File: config.mk
export PLATFORM = sky130hd
export DESIGN_NAME = spi_irq_regs
export DESIGN_NICKNAME = d
export VERILOG_FILES = /design/src/rtl/spi_irq_pkg.sv /design/src/rtl/spi_irq_bus_dec.sv /design/src/rtl/spi_irq_mask.sv /design/src/rtl/spi_irq_status.sv /design/src/rtl/spi_irq_regs.sv
export SDC_FILE = /design/constraint.sdc
export NUM_CORES = 1
export LEC_CHECK = 0
export CAP_MARGIN = 15
export CORE_ASPECT_RATIO = 1.4
export CORE_MARGIN = 10
export CORE_UTILIZATION = 29
export DETAILED_ROUTE_END_ITERATION = 12
export PLACE_DENSITY_LB_ADDON = 0.08
export SYNTH_ARGS = -nofsm -noshare
export SYNTH_HDL_FRONTEND = slang
export SYNTH_SLANG_ARGS = --single-unit
File: constraint.sdc
create_clock -name clk -period 1.9 [get_ports clk]
set_input_delay 0.285 -clock clk [delete_from_list [all_inputs] [get_ports clk]]
set_output_delay 0.285 -clock clk [all_outputs]
set_load 0.005 [all_outputs]
File: src/rtl/spi_irq_pkg.sv
package spi_irq_pkg;
  localparam int unsigned IRQ_BITS = 7;

  localparam int unsigned OFS_STATUS  = 'h04;
  localparam int unsigned OFS_ENABLE  = 'h08;
  localparam int unsigned OFS_DISABLE = 'h0C;
  localparam int unsigned OFS_MASK    = 'h10;

  localparam int unsigned BIT_RX_OVR   = 0;
  localparam int unsigned BIT_MODE_FLT = 1;
  localparam int unsigned BIT_TX_LOW   = 2;
  localparam int unsigned BIT_TX_FULL  = 3;
  localparam int unsigned BIT_RX_AVAIL = 4;
  localparam int unsigned BIT_RX_FULL  = 5;
  localparam int unsigned BIT_TX_UNDER = 6;

  localparam logic [IRQ_BITS-1:0] STICKY_DEFAULT = 7'b100_0111;

  typedef struct packed {
    logic stat_clr;
    logic mask_set;
    logic mask_clr;
  } wr_strobe_t;
endpackage

File: src/rtl/spi_irq_bus_dec.sv
module spi_irq_bus_dec
  import spi_irq_pkg::*;
#(
  parameter int unsigned ADDR_W = 6,
  parameter int unsigned DATA_W = 32,
  parameter int unsigned NBITS  = 7
) (
  input  logic              clk,
  input  logic              rst_n,
  input  logic              bus_sel,
  input  logic              bus_wr,
  input  logic [ADDR_W-1:0] bus_addr,
  input  logic [NBITS-1:0]  status_i,
  input  logic [NBITS-1:0]  mask_i,
  output wr_strobe_t        strb_o,
  output logic [DATA_W-1:0] rdata_o
);
  localparam logic [ADDR_W-1:0] A_STATUS  = ADDR_W'(OFS_STATUS);
  localparam logic [ADDR_W-1:0] A_ENABLE  = ADDR_W'(OFS_ENABLE);
  localparam logic [ADDR_W-1:0] A_DISABLE = ADDR_W'(OFS_DISABLE);
  localparam logic [ADDR_W-1:0] A_MASK    = ADDR_W'(OFS_MASK);

  logic wr_go;
  assign wr_go = bus_sel & bus_wr;

  always_comb begin
    strb_o.stat_clr = wr_go && (bus_addr == A_STATUS);
    strb_o.mask_set = wr_go && (bus_addr == A_ENABLE);
    strb_o.mask_clr = wr_go && (bus_addr == A_DISABLE);
  end

  always_comb begin
    rdata_o = '0;
    if (bus_addr == A_STATUS)    rdata_o[NBITS-1:0] = status_i;
    else if (bus_addr == A_MASK) rdata_o[NBITS-1:0] = mask_i;
  end

  // at most one register is written per cycle, and only under sel and wr
  a_r10_one_strobe: assert property (@(posedge clk) disable iff (!rst_n)
    $onehot0({strb_o.stat_clr, strb_o.mask_set, strb_o.mask_clr}));
  a_r10_no_stray_write: assert property (@(posedge clk) disable iff (!rst_n)
    !(bus_sel && bus_wr) |-> (strb_o == '0));
endmodule

File: src/rtl/spi_irq_mask.sv
module spi_irq_mask #(
  parameter int unsigned NBITS = 7
) (
  input  logic             clk,
  input  logic             rst_n,
  input  logic             set_en,
  input  logic             clr_en,
  input  logic [NBITS-1:0] bits_i,
  output logic [NBITS-1:0] mask_o
);
  logic [NBITS-1:0] set_v, clr_v;
  assign set_v = set_en ? bits_i : '0;
  assign clr_v = clr_en ? bits_i : '0;

  always_ff @(posedge clk) begin
    if (!rst_n) mask_o <= '0;
    else        mask_o <= (mask_o | set_v) & ~clr_v;
  end

  // written ones become set, other bits hold
  a_r2_enable_sets: assert property (@(posedge clk) disable iff (!rst_n)
    set_en |=> ((mask_o & $past(bits_i)) == $past(bits_i)) &&
               ((mask_o & ~$past(bits_i)) == ($past(mask_o) & ~$past(bits_i))));
  // written ones become clear, other bits hold
  a_r3_disable_clears: assert property (@(posedge clk) disable iff (!rst_n)
    clr_en |=> ((mask_o & $past(bits_i)) == '0) &&
               ((mask_o & ~$past(bits_i)) == ($past(mask_o) & ~$past(bits_i))));
  a_r4_mask_holds: assert property (@(posedge clk) disable iff (!rst_n)
    (!set_en && !clr_en) |=> $stable(mask_o));
endmodule

File: src/rtl/spi_irq_status.sv
module spi_irq_status #(
  parameter int unsigned      NBITS       = 7,
  parameter logic [NBITS-1:0] STICKY_MASK = 7'b100_0111
) (
  input  logic             clk,
  input  logic             rst_n,
  input  logic [NBITS-1:0] evt_i,
  input  logic             clr_en,
  input  logic [NBITS-1:0] clr_bits_i,
  output logic [NBITS-1:0] status_o
);
  for (genvar i = 0; i < NBITS; i++) begin : g_bit
    if (STICKY_MASK[i]) begin : g_sticky
      logic q;
      always_ff @(posedge clk) begin
        if (!rst_n) q <= 1'b0;
        else        q <= (q & ~(clr_en & clr_bits_i[i])) | evt_i[i];
      end
      assign status_o[i] = q;

      // a latched bit holds until a clear arrives
      a_r5_sticky_hold: assert property (@(posedge clk) disable iff (!rst_n)
        (q && !(clr_en && clr_bits_i[i])) |=> q);
      a_r5_event_sets: assert property (@(posedge clk) disable iff (!rst_n)
        evt_i[i] |=> q);
      // a clear without a competing event empties the bit
      a_r6_clear: assert property (@(posedge clk) disable iff (!rst_n)
        (clr_en && clr_bits_i[i] && !evt_i[i]) |=> !q);
      // event beats a simultaneous clear
      a_r7_event_wins: assert property (@(posedge clk) disable iff (!rst_n)
        (clr_en && clr_bits_i[i] && evt_i[i]) |=> q);
    end else begin : g_level
      assign status_o[i] = evt_i[i];
    end
  end
endmodule

File: src/rtl/spi_irq_regs.sv
module spi_irq_regs
  import spi_irq_pkg::*;
#(
  parameter int unsigned      ADDR_W      = 6,
  parameter int unsigned      DATA_W      = 32,
  parameter int unsigned      NBITS       = IRQ_BITS,
  parameter logic [NBITS-1:0] STICKY_MASK = STICKY_DEFAULT
) (
  input  logic              clk,
  input  logic              rst_n,
  input  logic              bus_sel,
  input  logic              bus_wr,
  input  logic [ADDR_W-1:0] bus_addr,
  input  logic [DATA_W-1:0] bus_wdata,
  output logic [DATA_W-1:0] bus_rdata,
  input  logic [NBITS-1:0]  evt_i,
  output logic              irq_o
);
  wr_strobe_t       strb;
  logic [NBITS-1:0] status, mask, wbits;
  logic             unused_hi;

  assign wbits     = bus_wdata[NBITS-1:0];
  assign unused_hi = ^bus_wdata[DATA_W-1:NBITS];

  spi_irq_bus_dec #(.ADDR_W(ADDR_W), .DATA_W(DATA_W), .NBITS(NBITS)) u_dec (
    .clk(clk), .rst_n(rst_n), .bus_sel(bus_sel), .bus_wr(bus_wr),
    .bus_addr(bus_addr), .status_i(status), .mask_i(mask),
    .strb_o(strb), .rdata_o(bus_rdata)
  );

  spi_irq_mask #(.NBITS(NBITS)) u_mask (
    .clk(clk), .rst_n(rst_n), .set_en(strb.mask_set), .clr_en(strb.mask_clr),
    .bits_i(wbits), .mask_o(mask)
  );

  spi_irq_status #(.NBITS(NBITS), .STICKY_MASK(STICKY_MASK)) u_stat (
    .clk(clk), .rst_n(rst_n), .evt_i(evt_i), .clr_en(strb.stat_clr),
    .clr_bits_i(wbits), .status_o(status)
  );

  assign irq_o = |(status & mask);

  // with nothing enabled the line stays quiet
  a_r9_quiet_when_masked: assert property (@(posedge clk) disable iff (!rst_n)
    (mask == '0) |-> !irq_o);
  // the cycle after reset nothing is enabled
  a_r1_reset_clean: assert property (@(posedge clk)
    !rst_n |=> (mask == '0));
endmodule

# Word level (Yosys, flattened, before mapping)
# Index checks and enable logic that the tools add are counted.
# word_totals
ff_bits	11
inputBits	49
out_inout_bits	33
wordCells	38
# op_classes
n_eq_ne	4
muxes	4
bitwise_logic	21
reduce_logical	4
# op_table
operator	count
$mux W7	4
$and A7 B7 Y7	2
$eq A6 B4 Y1 const B	2
$and A1 B1 Y1	9
$not A7 Y7	1
$or A7 B7 Y7	1
$reduce_or A7 Y1	1
$eq A6 B3 Y1 const B	1
$eq A6 B5 Y1 const B	1
$not A1 Y1	4
$or A1 B1 Y1	4
$logic_and A1 B1 Y1	3

# Logic depth before layout (Yosys ltp)
# Gate-level depths: netlist (run 1).
# depth
ltp_word	6
ltp_mapped	4
depth_no_buf	3

# Hierarchy
# A second synthesis (run 1) with hierarchy kept.
# hier_totals
cells_unflattened	106
area_unflattened_um2	880.8
# modules_own_cells
module	instances	cells_each	area_each_um2	seq_area_each_um2
spi_irq_bus_dec	1	57	426.7	0.0
spi_irq_mask	1	22	231.5	140.1
spi_irq_status	1	23	192.7	80.1
spi_irq_regs	1	4	30.0	0.0

# Worst setup path before layout (run 1)
# OpenSTA, ideal clock, no wires.
# synth_path
kind	input -> output
from	in bus_addr[5]
to	out bus_rdata[0]
arrival_time_ps	1342
required_time_ps	1615
slack_ps	273
cell_stages	3
path_buffers	0
cell_sequence	or4_4 > nor3b_4 > a22o_2
# synth_between
elab_chain_len	3
elab_cells_between_ends	4
cone_classes	2 x eq/ne; 2 x mux
# synth_rtl
element	line	rtl
from (decl)	spi_irq_regs.sv:13	input logic [ADDR_W-1:0] bus_addr,
$eq A6 B5 Y1	spi_irq_bus_dec.sv:35	else if (bus_addr == A_MASK) rdata_o[NBITS-1:0] = mask_i;
$mux W7	spi_irq_bus_dec.sv:35	
$mux W7 *	spi_irq_bus_dec.sv:34	if (bus_addr == A_STATUS) rdata_o[NBITS-1:0] = status_i;
to (decl)	spi_irq_regs.sv:15	output logic [DATA_W-1:0] bus_rdata,
# Every way passes the cells marked *; elsewhere a longest branch is shown, timed or not.

# Worst setup path after layout (run 1)
# layout_path
from	in bus_addr[0]
to	out bus_rdata[1]
# Same word-level chain as after synthesis.

==> results of run 1 <==
[repair_timing]
action	in CTS	in global routing
resized for setup	61	1
pin swaps	9	5
setup endpoints to repair	8	8
buffers inserted	6	0
[tightest hold or removal path, stage by stage]
cell	delay [ps]
buf_6	70
buf_4	100
nor3_1	50
nand3_1	90
mux2i_1	70
[synthesized netlist by cell type (2+ instances only)]
cell      instances  share of area (%)
a22o_2            5                6.2
nand3_1           5                3.1
inv_1             4                1.9
nand4b_1          4                4.3
mux2i_1           7                8.7
a22oi_1           2                1.9
o21ai_0           4                2.5
clkbuf_1          2               0.93
a31oi_1           4                3.1
buf_4            25                 23
a22o_1            2                2.2
dfxtp_1          11                 27
nand2_1           7                3.3
nor2_1            2               0.93
nor3b_4           2                4.7
[kinds of logic after synthesis]
family	Yosys count	synth area share (%)
buffers and inverters	31	26.1
muxes	7	8.70
DFF	11	27.3
other	1	0.465
and+or+nand+nor	24	20.3
AOI/OAI and AO/OA	18	17.1
[routing by layer]
layer  track usage (%)  routed length, um  vias up
met5                 0                  0        -
met4              4.51                 38        0
met3              2.96                177        4
met2              16.3               1260       37
met1              10.6               1110      340
li1                  -                  -      374
[cell type report]
| class | instances | area [um^2] |
|---|---|---|
| repair buffers | 45 | 422 |
| clock buffers | 4 | 26.3 |
| multi-input cells | 74 | 503 |
| flip-flops and latches | 11 | 220 |
| inverters | 4 | 15.0 |
| fillers | 283 | 1410 |
| well taps | 36 | 45.0 |
[stage by stage]
stage / area, um^2 / hold WS, ps / total power, mW / util [%] / instances
after floorplan: 896 / 385 / 0.317 / - / 116
final: 1230 / 440 / 0.518 / 46.6 / 174
after global placement: 1130 / 466 / 0.352 / 42.8 / 166
after detailed placement: 1130 / 468 / 0.353 / 42.8 / 166
after CTS: 1240 / 447 / 0.521 / 46.9 / 175
after global routing: 1230 / 470 / 0.546 / 46.6 / 174
[flip-flops by register name (all words and copies together) (netlist names)]
name                     cells
u_mask.mask_o                7
u_stat.g_bit.g_sticky.q      4
[where the power goes]
group          switching, mW  internal (mW)
sequential           0.00650          0.237
clock                 0.0855         0.0814
combinational         0.0477         0.0599
[how the worst max path moves through the flow]
stage / start / slack, ps / depth (start not counted) / endpoint
floorplan: bus_addr[5] / 270 / 3 / bus_rdata[0]
global placement: bus_addr[5] / -700 / 6 / bus_rdata[1]
detailed placement: bus_addr[5] / -710 / 6 / bus_rdata[1]
CTS: bus_addr[0] / -50 / 7 / bus_rdata[5]
global route: bus_addr[0] / -90 / 8 / bus_rdata[1]
finish: bus_addr[0] / -40 / 8 / bus_rdata[1]
==> impl_metrics.env, run 1 <==
export IMPL_netlist_area_um2=806
export IMPL_path_cells="buf_6 -> or4_4 -> nor3b_4 -> buf_6 -> buf_6 -> buf_6 -> a22o_4 -> buf_6"
export IMPL_post_route_period_util_pct=102
export IMPL_synth_edff_count=0
export IMPL_min_path_type="primary input to register"
export IMPL_hold_viol=0
export IMPL_num_nets_final=188
export IMPL_tns_ps=-69.6
export IMPL_port_buffers=31
export IMPL_dp_final_hpwl_mm=2.09
export IMPL_critPathTopFamily="simple AND/OR/NAND/NOR gates"
export IMPL_synthFlopType="dfxtp_1"
export IMPL_crit_path_top_delay_cell="or4_4"
export IMPL_timing_critical_path_buf_inv=5
export IMPL_antenna_left=0
export IMPL_grt_pass1_vias=835
export IMPL_pre_cts_ws_ps=-709
export IMPL_drt_iter0_drc=34
export IMPL_htreeDepth=1
export IMPL_die_y_um=82.4
export IMPL_p_leak_nw=0.617
export IMPL_ys_async_sr_fraction_pct=0
export IMPL_gp_congestion=0.759
export IMPL_io_pins=82
export IMPL_areaGrowthSynthToFinish_pct=52.8
export IMPL_cp_max_fo=3
export IMPL_ctsHoldBuffers=0
export IMPL_root_buffer="clkbuf_4"
export IMPL_worst_r2r_path_depth=2
export IMPL_routedWlPerCell_um=14.9
export IMPL_drtPass1Iterations=4
export IMPL_violations="negative setup slack"
export IMPL_drv_slew=0
export IMPL_seq_area_frac_synth_pct=27.3
export IMPL_post_synth_inst_count=92
export IMPL_ys_warn_count=0
export IMPL_cpMostUsedCell="buf_6"
export IMPL_grt_usage_pct=9.53
export IMPL_cp_slowest_stage_delay_ps=570
export IMPL_start_kind="primary input"
export IMPL_power_density_nw_per_um2=421
export IMPL_final_common_cell="conb_1"
export IMPL_final_cell_mix="25 x conb_1, 17 x clkdlybuf4s50_1, 11 x buf_6, 11 x dfxtp_1, 9 x buf_4"
export IMPL_cts_sinks=11
export IMPL_start_util_pct=30.5
export IMPL_ir_worst_vdd_mv=0.287
export IMPL_synth_cell_types=21
export IMPL_reg2reg_to="u_stat.g_bit[6].g_sticky.q$_SDFF_PN0_"
export IMPL_rr_startpoint="u_stat.g_bit[6].g_sticky.q$_SDFF_PN0_"
export IMPL_clk_pin_slew_ps=70
export IMPL_ys_ff_latch=11
export IMPL_core_area_um2=2640
export IMPL_diodes=0
export IMPL_max_freq_mhz=515
export IMPL_routed_wl_mm=2.59
export IMPL_viasPerCell=4.34
export IMPL_cts_tree="built"
export IMPL_clk_path_buf_depth=2
export IMPL_rsz0062_at_grt="true"
export IMPL_cts_inserted_buffers=3
export IMPL_holdPathEnd="u_mask.mask_o[3]$_SDFF_PN0_"
export IMPL_rows=22
export IMPL_setup_ws_ps=-42.3
export IMPL_antenna_found_initial=0
export IMPL_grt_max_degree=8
export IMPL_num_vias=755
export IMPL_setup_viol=2
export IMPL_die_w_um=64.6
export IMPL_drc=0
export IMPL_cap_viol_max_count=0
export IMPL_clock_skew_ps=0
export IMPL_drive_gt1_share_pct=25.4
export IMPL_worstHoldStart="bus_addr[0]"
export IMPL_min_path_cells=5
export IMPL_grt_pass1_wl_mm=3.95
export IMPL_cp_data_arrival_time_ps=1660
export IMPL_path_class="primary input to output port"
export IMPL_die_area_um2=5320
export IMPL_grt_overflow=0
export IMPL_crit_required_ps=1620
export IMPL_rrSetupSlack_ps=1200
export IMPL_clkLatencyLatePin_ps=270
export IMPL_period_needed_ps=1940
export IMPL_outcome="finished, violations left"
export IMPL_avgSynthCellArea_um2=8.76
export IMPL_end_kind="output port"
Power figures use the tool's default switching activity.
==> run 2: changes to the inputs <==
- CTS_CLUSTER_DIAMETER: unset -> 80
==> results of run 2 <==
Final layout, timing and power as in run 1 (identical DEF).
